## config.mk

```make
export PLATFORM = sky130hd
export DESIGN_NAME = serial_tx_idleq
export DESIGN_NICKNAME = d
export VERILOG_FILES = /design/src/rtl/stx_pkg.sv /design/src/rtl/stx_holdreg.sv /design/src/rtl/stx_framer.sv /design/src/rtl/stx_shifter.sv /design/src/rtl/serial_tx_idleq.sv
export SDC_FILE = /design/constraint.sdc
export NUM_CORES = 1
export LEC_CHECK = 0
export ABC_AREA = 1
export CORE_MARGIN = 2
export CORE_UTILIZATION = 25
export DETAILED_ROUTE_END_ITERATION = 10
export RECOVER_POWER = 100
export SYNTH_ARGS = -nofsm -noshare
export SYNTH_HDL_FRONTEND = slang
export SYNTH_SLANG_ARGS = --single-unit
```

## constraint.sdc

```tcl
create_clock -name clk -period 1.5 [get_ports clk]
set_input_delay 0.45 -clock clk [delete_from_list [all_inputs] [get_ports clk]]
set_output_delay 0.45 -clock clk [all_outputs]
set_load 0.03 [all_outputs]
```

## src/rtl/stx_pkg.sv

```systemverilog
package stx_pkg;
   typedef enum logic {
      K_IDLE = 1'b0,
      K_DATA = 1'b1
   } stx_kind_e;

   // index of the final bit time of a character
   function automatic int unsigned char_last(input int unsigned dw, input logic nine);
      return nine ? dw + 2 : dw + 1;
   endfunction
endpackage

```

## src/rtl/stx_holdreg.sv

```systemverilog
module stx_holdreg #(
   parameter int unsigned DATA_W = 8
) (
   input  logic              clk,
   input  logic              rst_n,
   input  logic              wr,
   input  logic [DATA_W-1:0] wdata,
   input  logic              take,
   input  logic              flush,
   output logic [DATA_W-1:0] data,
   output logic              empty
);
   always_ff @(posedge clk or negedge rst_n) begin
      if (!rst_n) begin
         data  <= '0;
         empty <= 1'b1;
      end else if (wr) begin
         data  <= wdata;
         empty <= 1'b0;
      end else if (take || flush) begin
         empty <= 1'b1;
      end
   end
endmodule

```

## src/rtl/stx_framer.sv

```systemverilog
module stx_framer #(
   parameter int unsigned DATA_W     = 8,
   parameter bit          HAS_PARITY = 1'b1
) (
   input  logic              nine,
   input  logic              bit8,
   input  logic              par_en,
   input  logic              par_odd,
   input  logic [DATA_W-1:0] data,
   output logic [DATA_W+2:0] vec
);
   logic use_par;
   logic par_lo;
   logic par_hi;

   generate
      if (HAS_PARITY) begin : g_par
         assign use_par = par_en;
         assign par_lo  = (^data[DATA_W-2:0]) ^ par_odd;
         assign par_hi  = (^data) ^ par_odd;
      end else begin : g_nopar
         logic unused_par;
         assign unused_par = par_en ^ par_odd;
         assign use_par    = 1'b0;
         assign par_lo     = 1'b0;
         assign par_hi     = 1'b0;
      end
   endgenerate

   always_comb begin
      vec           = '1;
      vec[0]        = 1'b0;
      vec[DATA_W:1] = data;
      if (nine) begin
         vec[DATA_W+1] = use_par ? par_hi : bit8;
      end else if (use_par) begin
         vec[DATA_W] = par_lo;
      end
   end
endmodule

```

## src/rtl/stx_shifter.sv

```systemverilog
module stx_shifter
   import stx_pkg::*;
#(
   parameter int unsigned DATA_W = 8
) (
   input  logic              clk,
   input  logic              rst_n,
   input  logic              tick,
   input  logic              en,
   input  logic              nine,
   input  logic              hold_empty,
   input  logic [DATA_W+2:0] frame_vec,
   output logic              take,
   output logic              flush,
   output logic              busy,
   output logic              pending,
   output logic              line
);
   localparam int unsigned FW    = DATA_W + 3;
   localparam int unsigned CNT_W = $clog2(FW);
   localparam logic [CNT_W-1:0] L8 = CNT_W'(char_last(DATA_W, 1'b0));
   localparam logic [CNT_W-1:0] L9 = CNT_W'(char_last(DATA_W, 1'b1));

   logic              en_q;
   logic              pend_pre;
   logic              qidle;
   stx_kind_e         kind;
   logic [CNT_W-1:0]  cnt;
   logic [CNT_W-1:0]  last;
   logic [FW-1:0]     sh;

   logic rise, at_end, in_window, slot, go, go_idle, go_data;

   assign rise      = en & ~en_q;
   assign at_end    = busy & (cnt == last);
   assign in_window = busy & (kind == K_DATA) & (cnt < last);
   assign slot      = tick & (~busy | at_end);
   assign go        = slot & en & en_q;
   assign go_idle   = go & (pend_pre | qidle);
   assign go_data   = go & ~go_idle & ~hold_empty;

   assign take    = go_data;
   assign flush   = rise & ~in_window;
   assign pending = busy | pend_pre | qidle;
   assign line    = sh[0];

   always_ff @(posedge clk or negedge rst_n) begin
      if (!rst_n) begin
         en_q     <= 1'b0;
         pend_pre <= 1'b0;
         qidle    <= 1'b0;
         busy     <= 1'b0;
         kind     <= K_IDLE;
         cnt      <= '0;
         last     <= '0;
         sh       <= '1;
      end else begin
         en_q <= en;

         if (!en)          pend_pre <= 1'b0;
         else if (flush)   pend_pre <= 1'b1;
         else if (go_idle) pend_pre <= 1'b0;

         if (rise && in_window)           qidle <= 1'b1;
         else if (go_idle || (slot && !en)) qidle <= 1'b0;

         if (tick && busy && !at_end) begin
            cnt <= cnt + CNT_W'(1);
            sh  <= {1'b1, sh[FW-1:1]};
         end else if (slot) begin
            cnt <= '0;
            if (go_idle) begin
               busy <= 1'b1;
               kind <= K_IDLE;
               last <= nine ? L9 : L8;
               sh   <= '1;
            end else if (go_data) begin
               busy <= 1'b1;
               kind <= K_DATA;
               last <= nine ? L9 : L8;
               sh   <= frame_vec;
            end else begin
               busy <= 1'b0;
               kind <= K_IDLE;
               sh   <= '1;
            end
         end
      end
   end
endmodule

```

## src/rtl/serial_tx_idleq.sv

```systemverilog
module serial_tx_idleq #(
   parameter int unsigned DATA_W     = 8,
   parameter bit          HAS_PARITY = 1'b1
) (
   input  logic              clk,
   input  logic              rst_n,
   input  logic              baud_tick,
   input  logic              tx_en,
   input  logic              cfg_nine,
   input  logic              cfg_bit8,
   input  logic              cfg_par_en,
   input  logic              cfg_par_odd,
   input  logic              cfg_inv,
   input  logic              cfg_ie_empty,
   input  logic              cfg_ie_done,
   input  logic              wr_stb,
   input  logic [DATA_W-1:0] wr_data,
   output logic              txd,
   output logic              st_empty,
   output logic              st_done,
   output logic              irq
);
   generate
      if (DATA_W < 2 || DATA_W > 16) begin : g_bad_width
         $error("serial_tx_idleq: DATA_W must lie in 2..16");
      end
   endgenerate

   logic [DATA_W-1:0] hold_data;
   logic [DATA_W+2:0] frame_vec;
   logic              take, flush, shf_busy, shf_pending, line;

   stx_holdreg #(.DATA_W(DATA_W)) u_hold (
      .clk   (clk),
      .rst_n (rst_n),
      .wr    (wr_stb),
      .wdata (wr_data),
      .take  (take),
      .flush (flush),
      .data  (hold_data),
      .empty (st_empty)
   );

   stx_framer #(.DATA_W(DATA_W), .HAS_PARITY(HAS_PARITY)) u_framer (
      .nine    (cfg_nine),
      .bit8    (cfg_bit8),
      .par_en  (cfg_par_en),
      .par_odd (cfg_par_odd),
      .data    (hold_data),
      .vec     (frame_vec)
   );

   stx_shifter #(.DATA_W(DATA_W)) u_shift (
      .clk        (clk),
      .rst_n      (rst_n),
      .tick       (baud_tick),
      .en         (tx_en),
      .nine       (cfg_nine),
      .hold_empty (st_empty),
      .frame_vec  (frame_vec),
      .take       (take),
      .flush      (flush),
      .busy       (shf_busy),
      .pending    (shf_pending),
      .line       (line)
   );

   assign txd     = line ^ cfg_inv;
   assign st_done = st_empty & ~shf_pending;
   assign irq     = (st_empty & cfg_ie_empty) | (st_done & cfg_ie_done);
endmodule

```

# Word-level counts from Yosys, hierarchy flattened
# Index checks and enable logic that the tools add are counted.
# word_totals
register_bits	33
in_bits	20
output_inout_bits	4
# op_classes
addsub	1
order_cmp	1
eq_ne	2
n_mux	23
bitwise_logic	29
n_reduce_logical	16
# ops
cell	count
$mux W11	3
$mux W4	4
$and A1 B1 Y1	14
$mux W1	14
$mux W10	1
$reduce_bool A2 Y1	4
$reduce_xor A8 Y1	1
$not A1 Y1	7
$reduce_xor A7 Y1	1
$or A1 B1 Y1	5
$add A4 B1 Y4 const B	1
$eq A4 B4 Y1	1
$logic_and A1 B1 Y1	4
$lt A4 B4 Y1	1
$ne A3 B1 Y1 const B	1
$reduce_and A3 Y1	1
$xor A1 B1 Y1	3
$logic_not A1 Y1	2
$logic_or A1 B1 Y1	2
$mux W2	1
$reduce_and A2 Y1	1

# Logic depth before layout (Yosys ltp)
# Gate-level depths: netlist of run 1.
# depth
ltp_word	14
depth_mapped	12
mapped_depth_nobuf	12

# Hierarchy
# A second synthesis of run 1 with hierarchy kept.
# hier_totals
hier_cells	271
hier_area_um2	2016.9
# by_module_without_submodules
module	n_inst	cells_per_inst	area_per_inst_um2	seq_area_each_um2
stx_shifter	1	161	1317.5	589.3
stx_holdreg	1	37	350.3	226.5
stx_framer	1	63	310.3	0.0
serial_tx_idleq	1	10	38.8	0.0

# Worst setup path after synthesis of run 1
# OpenSTA, ideal clock, no wires.
# synth_timing
kind	register -> output
startpoint	register u_hold.empty
endpoint	output port irq
t_arrival_ns	1.573
required_time_ns	1.050
path_slack_ns	-0.523
path_stages_with_launch	4
cell_sequence	dfstp_2 nand2_1 nor2_1 a22o_1
# synth_between
elab_chain_cells	3
elab_cells_between_ends	4
cone_classes	4 x bitwise
# synth_rtl
item	line_no	rtl
start, declared	stx_holdreg.sv:11	output logic empty
start signal, assigned	stx_holdreg.sv:16	empty <= 1'b1;
start signal, assigned	stx_holdreg.sv:19	empty <= 1'b0;
start signal, assigned	stx_holdreg.sv:21	empty <= 1'b1;
$and A1 B1 Y1	serial_tx_idleq.sv:69	assign st_done = st_empty & ~shf_pending;
named net st_done	serial_tx_idleq.sv:20	output logic st_done,
$and A1 B1 Y1	serial_tx_idleq.sv:70	assign irq = (st_empty & cfg_ie_empty) | (st_done & cfg_ie_done);
$or A1 B1 Y1	serial_tx_idleq.sv:70	
end, declared	serial_tx_idleq.sv:21	output logic irq
# The timed path passes the listed nets, and every way through them passes these cells.

# Final worst setup path of run 1
# layout_timing
startpoint	register u_shift.cnt[3]
endpoint	register u_shift.sh[8]
# layout_between
elab_chain_cells	14
elab_cells_between_ends	17
cone_classes	1 x eq/ne; 4 x mux; 9 x bitwise; 3 x reduce/logical
# layout_rtl
item	line_no	rtl
start, declared	stx_shifter.sv:28	logic [CNT_W-1:0] cnt;
start signal, assigned	stx_shifter.sv:68	cnt <= cnt + CNT_W'(1);
$eq A4 B4 Y1 (*)	stx_shifter.sv:35	assign at_end = busy & (cnt == last);
$and A1 B1 Y1 (*)	stx_shifter.sv:35	
$or A1 B1 Y1	stx_shifter.sv:37	assign slot = tick & (~busy | at_end);
$and A1 B1 Y1	stx_shifter.sv:37	
$and A1 B1 Y1 (2 in a row)	stx_shifter.sv:38	assign go = slot & en & en_q;
$and A1 B1 Y1	stx_shifter.sv:39	assign go_idle = go & (pend_pre | qidle);
$not A1 Y1	stx_shifter.sv:40	assign go_data = go & ~go_idle & ~hold_empty;
$and A1 B1 Y1 (2 in a row)	stx_shifter.sv:40	
$mux W10	stx_shifter.sv:77	end else if (go_data) begin
$mux W11	stx_shifter.sv:72	if (go_idle) begin
$mux W11	stx_shifter.sv:70	end else if (slot) begin
$mux W11	stx_shifter.sv:67	if (tick && busy && !at_end) begin
end signal, assigned	stx_shifter.sv:69	sh <= {1'b1, sh[FW-1:1]};
end signal, assigned	stx_shifter.sv:81	sh <= frame_vec;
end, declared	stx_shifter.sv:30	logic [FW-1:0] sh;
# Every way passes the cells marked *; elsewhere a longest branch is shown, timed or not. The select of a mux whose other input is x is not followed.
# A chain may end at the register's enable or synchronous reset.

==> results of run 1 <==
logic make-up after synthesis:
kind of cell	Yosys count	synth area share
and+or+nand+nor	117	0.320
adders and majority gates	4	0.0307
DFF	31	0.484
buffers and inverters	30	0.0743
xor gates and xnor gates	4	0.0215
AOI/OAI and AO/OA	20	0.0697
worst register-to-register path, stage by stage, from the launching register on:
cell and delay, ns:
dfrtp_1 0.41, ha_4 0.28, inv_2 0.05, nor2_4 0.11, nand2_2 0.08, nand2_4 0.07
nand3_4 0.08, nor2_4 0.17, nand3_4 0.16, nand2_4 0.15, nand4_2 0.09
metrics by stage:
| step | hold WS (ns) | utilization |
|---|---|---|
| floorplan | 0.154 | - |
| global placement | 0.463 | 0.339 |
| detailed placement | 0.474 | 0.339 |
| CTS | 0.490 | 0.368 |
| global route | 0.533 | 0.381 |
| finish | 0.489 | 0.381 |
registers in the layout, indices dropped and copies added (netlist names):
name / cells
u_hold.empty: 1
u_shift.sh: 10
u_shift.pend_pre: 1
u_shift.busy: 1
u_shift.cnt: 4
u_shift.qidle: 1
u_shift.kind: 1
u_hold.data: 8
u_shift.last: 3
u_shift.en_q: 1
timing repair:
action	4_1_cts	5_1_grt
setup buffers	5	6
cloned	2	0
endpoints found under the setup margin	20	26
pin swaps	9	13
resized for setup	14	15
per-layer routing:
layer / track usage / vias up / share of wire
li1: - / 771 / -
met1: 0.135 / 640 / 0.47
met2: 0.170 / 22 / 0.48
met3: 0.0263 / 7 / 0.030
met4: 0.0476 / 0 / 0.018
met5: 0 / - / 0
final cells by class:
class / instances / share of cell area
sequential: 31 / 0.326
multi-input combinational: 147 / 0.350
inverter: 26 / 0.0409
clock buffer: 8 / 0.0414
timing repair buffer: 55 / 0.202
tap: 77 / 0.0398
cell usage in the layout, fill, tap and decap left out, drive strengths merged, types with 4 or more instances in the layout:
cell type and n:
dfrtp 20, inv 25, clkdlybuf4s50 14, ha 4
clkbuf 10, a21oi 5, buf 34, dfstp 11
nand4 9, o21ai 10, nand3 7, nand2 85
nor2 18
power breakdown:
part           internal, mW  switching (mW)  leakage [nW]
logic                 0.336           0.342         0.756
clock network         0.418           0.302        0.0515
registers             0.975          0.0836         0.364
final timing paths:
path | to | depth (start not counted) | from | slack, ns
setup / recovery | u_shift.sh[8] | 10 | u_shift.cnt[3] | -0.24
hold / removal | u_shift.kind | 2 | u_shift.kind | 0.49
setup reg to reg | u_shift.sh[8] | 10 | u_shift.cnt[3] | -0.24
hold reg to reg | u_shift.kind | 2 | u_shift.kind | 0.49
max in group asynchronous | u_shift.en_q | 2 | rst_n | 0.24
min in group asynchronous | u_shift.cnt[1] | 2 | rst_n | 0.78
==> results.md, run 1 <==
* Core area at 6350 µm²
* Skew final at 0.00635 ns
* TritonCTS clock tree: yes
* Final worst setup slack at -0.241 ns
* Async SR Flop Fraction at 1.00
* Tot Pwr at 2.46 mW
* Vias in the first global route at 1396
* Violated checks: setup timing
* Hold buffers post-CTS at 0
* CTS max path bufs at 2
* Number of CTS-inserted buffers at 5
* Worst path max stage delay at 0.41 ns
* Max-cap viol count at 0
* Outcome: finished with violations
* DRT iter0 DRCs at 64
* Pleak at 1.17 nW
* Final setup TNS at -3.90 ns
* Fin cells at 344
* Cell Rows at 29
* Antenna-violating nets left at 0
* Crit path launch type: flop
* Hold Violations, Final at 0
* Slew HR at 0.481
* Syn. warnings at 0
* Diodes inserted at 0
* Initial Util at 0.257
* Max Clk Rate at 574 MHz
* RD Place Congestion at 0.736
* FILL cells at 646
* WL/cell at 10.4 µm
* RSZ-0062 raised after global routing: true
* Synth cell count leaders: 81 x nand2_1, 24 x inv_1, 20 x dfrtp_1, 15 x nor2_1, 11 x dfstp_2
* CTS H-tree depth at 2
* Net Count, Synth at 230
* Io pins at 24
* Worst slack at placement at -0.325 ns
* Tot GR Track Use at 0.106
* Clock Sinks at 31
* Proportion of layout cells with a drive suffix above 1 at 0.311
* Post-Layout Inst Area at 2420 µm²
* Least-Margin Pin Slew at 0.778 ns
* Crit path cell chain: ha_4 > inv_2 > nor2_4 > nand2_2 > nand2_4 > nand3_4 > nor2_4 > nand3_4 > nand2_4 > nand4_2
* Required time worst endpoint at 1.70 ns
* First-pass GRT wire length at 6060 µm
* Finish-stage setup viols at 24
* Leading area contributor after synthesis: dfrtp_1
* Die height at 84.8 µm
* Die Wd at 84.8 µm
* Most used DFF post-synth: dfrtp_1
* Seq. cell area at 790 µm²
* Post-synth EDFFs at 0
* Placed standard-cell area at 2150 µm²
* Crit end category: flop
* Min cycle time layout at 1.74 ns
* Maximum vdd drop at 0.373 mV
* DRT Pass-1 Iters at 4
* Hpwl dp at 2510 µm
* Worst path slowest cell: dfrtp_1
* Share of the synthesized area in the top cell type at 0.307
* Count leader, synth: nand2_1
* Die ar. at 7190 µm²
* Vias at 1440
* Detailed Route WL at 3590 µm
* Final net count at 290
* Synth cell types at 28
* WP buf/inv at 1
* Fin crit share at 1.16
* CTS Root Cell: clkbuf_8
* Clk_lat worst skew at 0.28 ns
* Critical Path Fanout Max at 5
* Family with the most delay on the worst path: simple AND/OR/NAND/NOR gates
* Largest net degree at the start of global routing at 32
* Setup CP Type: flop to flop
* Area grow syn2layout at 48.1%
* Area of the multi-input gates at 846 µm²
* Power Dens Cells at 1020 nW/µm²
* Initial antenna violation count at 0
* Synthesized flop and latch total at 31
* Worst-path clk slew at 0.07 ns
* Vias/cell at 4.19
* Synthesized area at 1630 µm²
* Hold crit path type: flop to flop
* Mean Syn Cell Area at 7.93 µm²
* Worst path arrival time at 1.94 ns
* Pins Over Slew Limit at 0
* Placed cell count at 325
* Largest cells by area after synthesis: dfrtp_1 31%, nand2_1 19%, dfstp_2 18%
* Seq/Total Area, Yosys at 0.484
* PortBufs at 23
* Grt total ovfl at 0
* Synth Instances at 206
* # DRC at 0
Power figures use the tool's default switching activity.
==> run 2, diff against run 1 <==
--- a/config.mk
+++ b/config.mk
@@ -7,8 +7,10 @@
 export LEC_CHECK = 0
 export ABC_AREA = 1
 export CORE_MARGIN = 2
-export CORE_UTILIZATION = 25
+export CORE_UTILIZATION = 45
 export DETAILED_ROUTE_END_ITERATION = 10
+export GPL_ROUTABILITY_DRIVEN = 0
+export PLACE_DENSITY_LB_ADDON = 0.15
 export RECOVER_POWER = 100
 export SYNTH_ARGS = -nofsm -noshare
 export SYNTH_HDL_FRONTEND = slang
==> results.md, run 2 (synthesized netlist as in run 1, its figures left out) <==
* Detailed Route WL at 3610 µm (+0.73%)
* Switching Share at 0.312 (+0.0160)
* Tot Pwr at 2.28 mW (-7.2%)
* Pleak at 1.13 nW (-3.3%)
* Clock share of power at 0.246 (-0.047)
* Number of CTS-inserted buffers at 5 (unchanged)
* WL/cell at 11.8 µm (+13%)
* Reg2Reg Depth at 10 (unchanged)
* Skew final at 0.00386 ns (-0.00249 ns)
* Required time worst endpoint at 1.05 ns (-0.65 ns)
* Area of the multi-input gates at 817 µm² (-3.4%)
* Crit Reg-Reg Endpoint: u_shift.sh[8]
* PortBufs at 23 (unchanged)
* Proportion of layout cells with a drive suffix above 1 at 0.277 (-0.0339)
* Violated checks: setup timing
* Die ar. at 4130 µm² (-43%)
* Area grow syn2layout at 39.8%
* Largest net degree at the start of global routing at 32 (unchanged)
* Setup CP Type: flop to primary output
* Fin cells at 306 (-11%)
* Min cycle time layout at 1.75 ns (+0.00758 ns)
* Die Wd at 64.2 µm (-24%)
* Vias at 1481 (+2.8%)
* Worst slack at placement at -0.297 ns (+0.0284 ns)
* Biggest regs: u_shift.sh: 10 flops, u_hold.data: 8 flops, u_shift.cnt: 4 flops
* Crit path launch type: flop
* R2R Setup Slk at -0.18 ns (+0.06 ns)
* Hpwl dp at 2560 µm (+2.0%)
* TritonCTS clock tree: yes
* Max Clk Rate at 572 MHz (-0.43%)
* Sequential Power Share at 0.463 (+0.032)
* Clock Sinks at 31 (unchanged)
* Seq. cell area at 790 µm² (unchanged)
* Tot GR Track Use at 0.206 (+0.101)
* Vias in the first global route at 1463 (+4.8%)
* CTS Root Cell: clkbuf_4
* Hold Violations, Final at 0 (unchanged)
* RSZ-0062 raised after global routing: true
* Cells on Worst Hold Path at 2 (unchanged)
* Final net count at 283 (-2.4%)
* Commonest cells after routing, fill and taps aside: 77 x nand2_1, 23 x inv_1, 20 x dfrtp_1
* Pins Over Slew Limit at 0 (unchanged)
* Fin crit share at 1.17 (+0.00505)
* Placed cell count at 293 (-9.8%)
* Commonest non-fill, non-tap cell in the layout: nand2_1
* NetSw at 711 µW (-2.2%)
* Core Util, Final at 0.668 (+0.288)
* Outcome: finished with violations
* Power Dens Cells at 998 nW/µm² (-1.8%)
* Grt total ovfl at 0 (unchanged)
* Core area at 3420 µm² (-46%)
* Hold crit path type: flop to flop
* Worst-path clk slew at 0.09 ns (+0.02 ns)
* Finish-stage setup viols at 23 (-4.2%)
* Antenna-violating nets left at 0 (unchanged)
* Largest Register: u_shift.sh
* Final worst setup slack at -0.248 ns (-0.00758 ns)
* Crit end category: primary output
* Largest register FFs at 10 (unchanged)
* Initial antenna violation count at 0 (unchanged)
* Cell Rows at 21 (-28%)
* CTS H-tree depth at 2 (unchanged)
* Hold buffers post-CTS at 0 (unchanged)
* Maximum vdd drop at 0.594 mV (+59%)
* Die height at 64.2 µm (-24%)
* CTS max path bufs at 2 (unchanged)
* Logic pwr share at 0.292 (+0.016)
* Final setup TNS at -2.93 ns (+0.974 ns)
* Least-Margin Pin Slew at 0.758 ns (-0.0203 ns)
* Clk_lat worst skew at 0.34 ns (+0.06 ns)
* Max-cap viol count at 0 (unchanged)
* Io pins at 24 (unchanged)
* Pint at 1.57 mW (-9.4%)
* Initial Util at 0.478 (+0.221)
* FILL cells at 305 (-53%)
* Worst path arrival time at 1.30 ns (-0.64 ns)
* R2R Path Start: u_shift.cnt[3]
* Vias/cell at 4.84 (+16%)
* Diodes inserted at 0 (unchanged)
* Critical Path Fanout Max at 2 (-3)
* Worst min-delay path startpoint: u_shift.kind
* First-pass GRT wire length at 6580 µm (+8.5%)
* DRT iter0 DRCs at 38 (-41%)
* # DRC at 0 (unchanged)
* Hold EP: u_shift.kind
* Slew HR at 0.495 (+0.0135)
* DRT Pass-1 Iters at 4 (unchanged)
[run 2: cell count changes in the layout (fill, tap and decap cells not counted), sizes merged]
cell and change:
buf -7, clkdlybuf4s50 +1, dlygate4sd2 -1
[run 2: repair_timing]
action                                  4_1_cts  5_1_grt
gates cloned                                  2        0
endpoints found under the hold margin         0        0
pin swaps                                     9        0
buffers inserted                              2        2
gates resized for setup                      21        2
endpoints found under the setup margin       24       26
[run 2: per-stage QoR]
stage                     instance area, µm²  hold WS, ns
final                                   2280        0.509
after global routing                    2280        0.531
after CTS                               2280        0.474
after detailed placement                2100        0.474
after global placement                  2100        0.479
after floorplan                         1650        0.154
[run 2: final cells by class]
class	instances	area share
Multi-Input combinational cell	147	0.358
Sequential cell	31	0.346
Timing Repair Buffer	48	0.197
Inverter	26	0.0444
Clock buffer	8	0.0301
Tap cell	46	0.0252
[run 2: worst max-delay path by stage]
stage | to | slack, ns | cells past startpoint | from
6_report | irq | -0.25 | 5 | u_shift.pend_pre
5_1_grt | irq | -0.34 | 5 | u_shift.pend_pre
4_1_cts | irq | -0.26 | 5 | u_shift.pend_pre
3_5_place_dp | u_shift.sh[8] | -0.30 | 10 | cfg_par_odd
3_3_place_gp | u_shift.sh[8] | -0.24 | 10 | cfg_par_odd
2_1_floorplan | irq | -0.14 | 3 | u_hold.empty
[run 2: metal layers]
metal  up-vias  global-route usage  routed length (µm)  part of all wire
met5         -                   0                   0                 0
met1       694               0.274                1720              0.48
met4         0              0.0798                  57             0.016
met2        29               0.316                1690              0.47
met3         6              0.0616                 136             0.038
li1        752                   -                   -                 -
[run 2: power groups by stage]
stage               logic (mW)  clock network (mW)  registers, mW
floorplan                0.342                   0           1.06
global placement         0.586                   0           1.06
detailed placement       0.598                   0           1.07
CTS                      0.654               0.572           1.05
global route             0.749               0.622           1.07
finish                   0.664               0.560           1.05
[run 2: worst max-delay path, stage by stage (launching register included)]
cell     delay, ns
dfrtp_1       0.40
nor2_2        0.15
nand2_2       0.09
nor2_4        0.09
a22o_4        0.12
buf_6         0.12
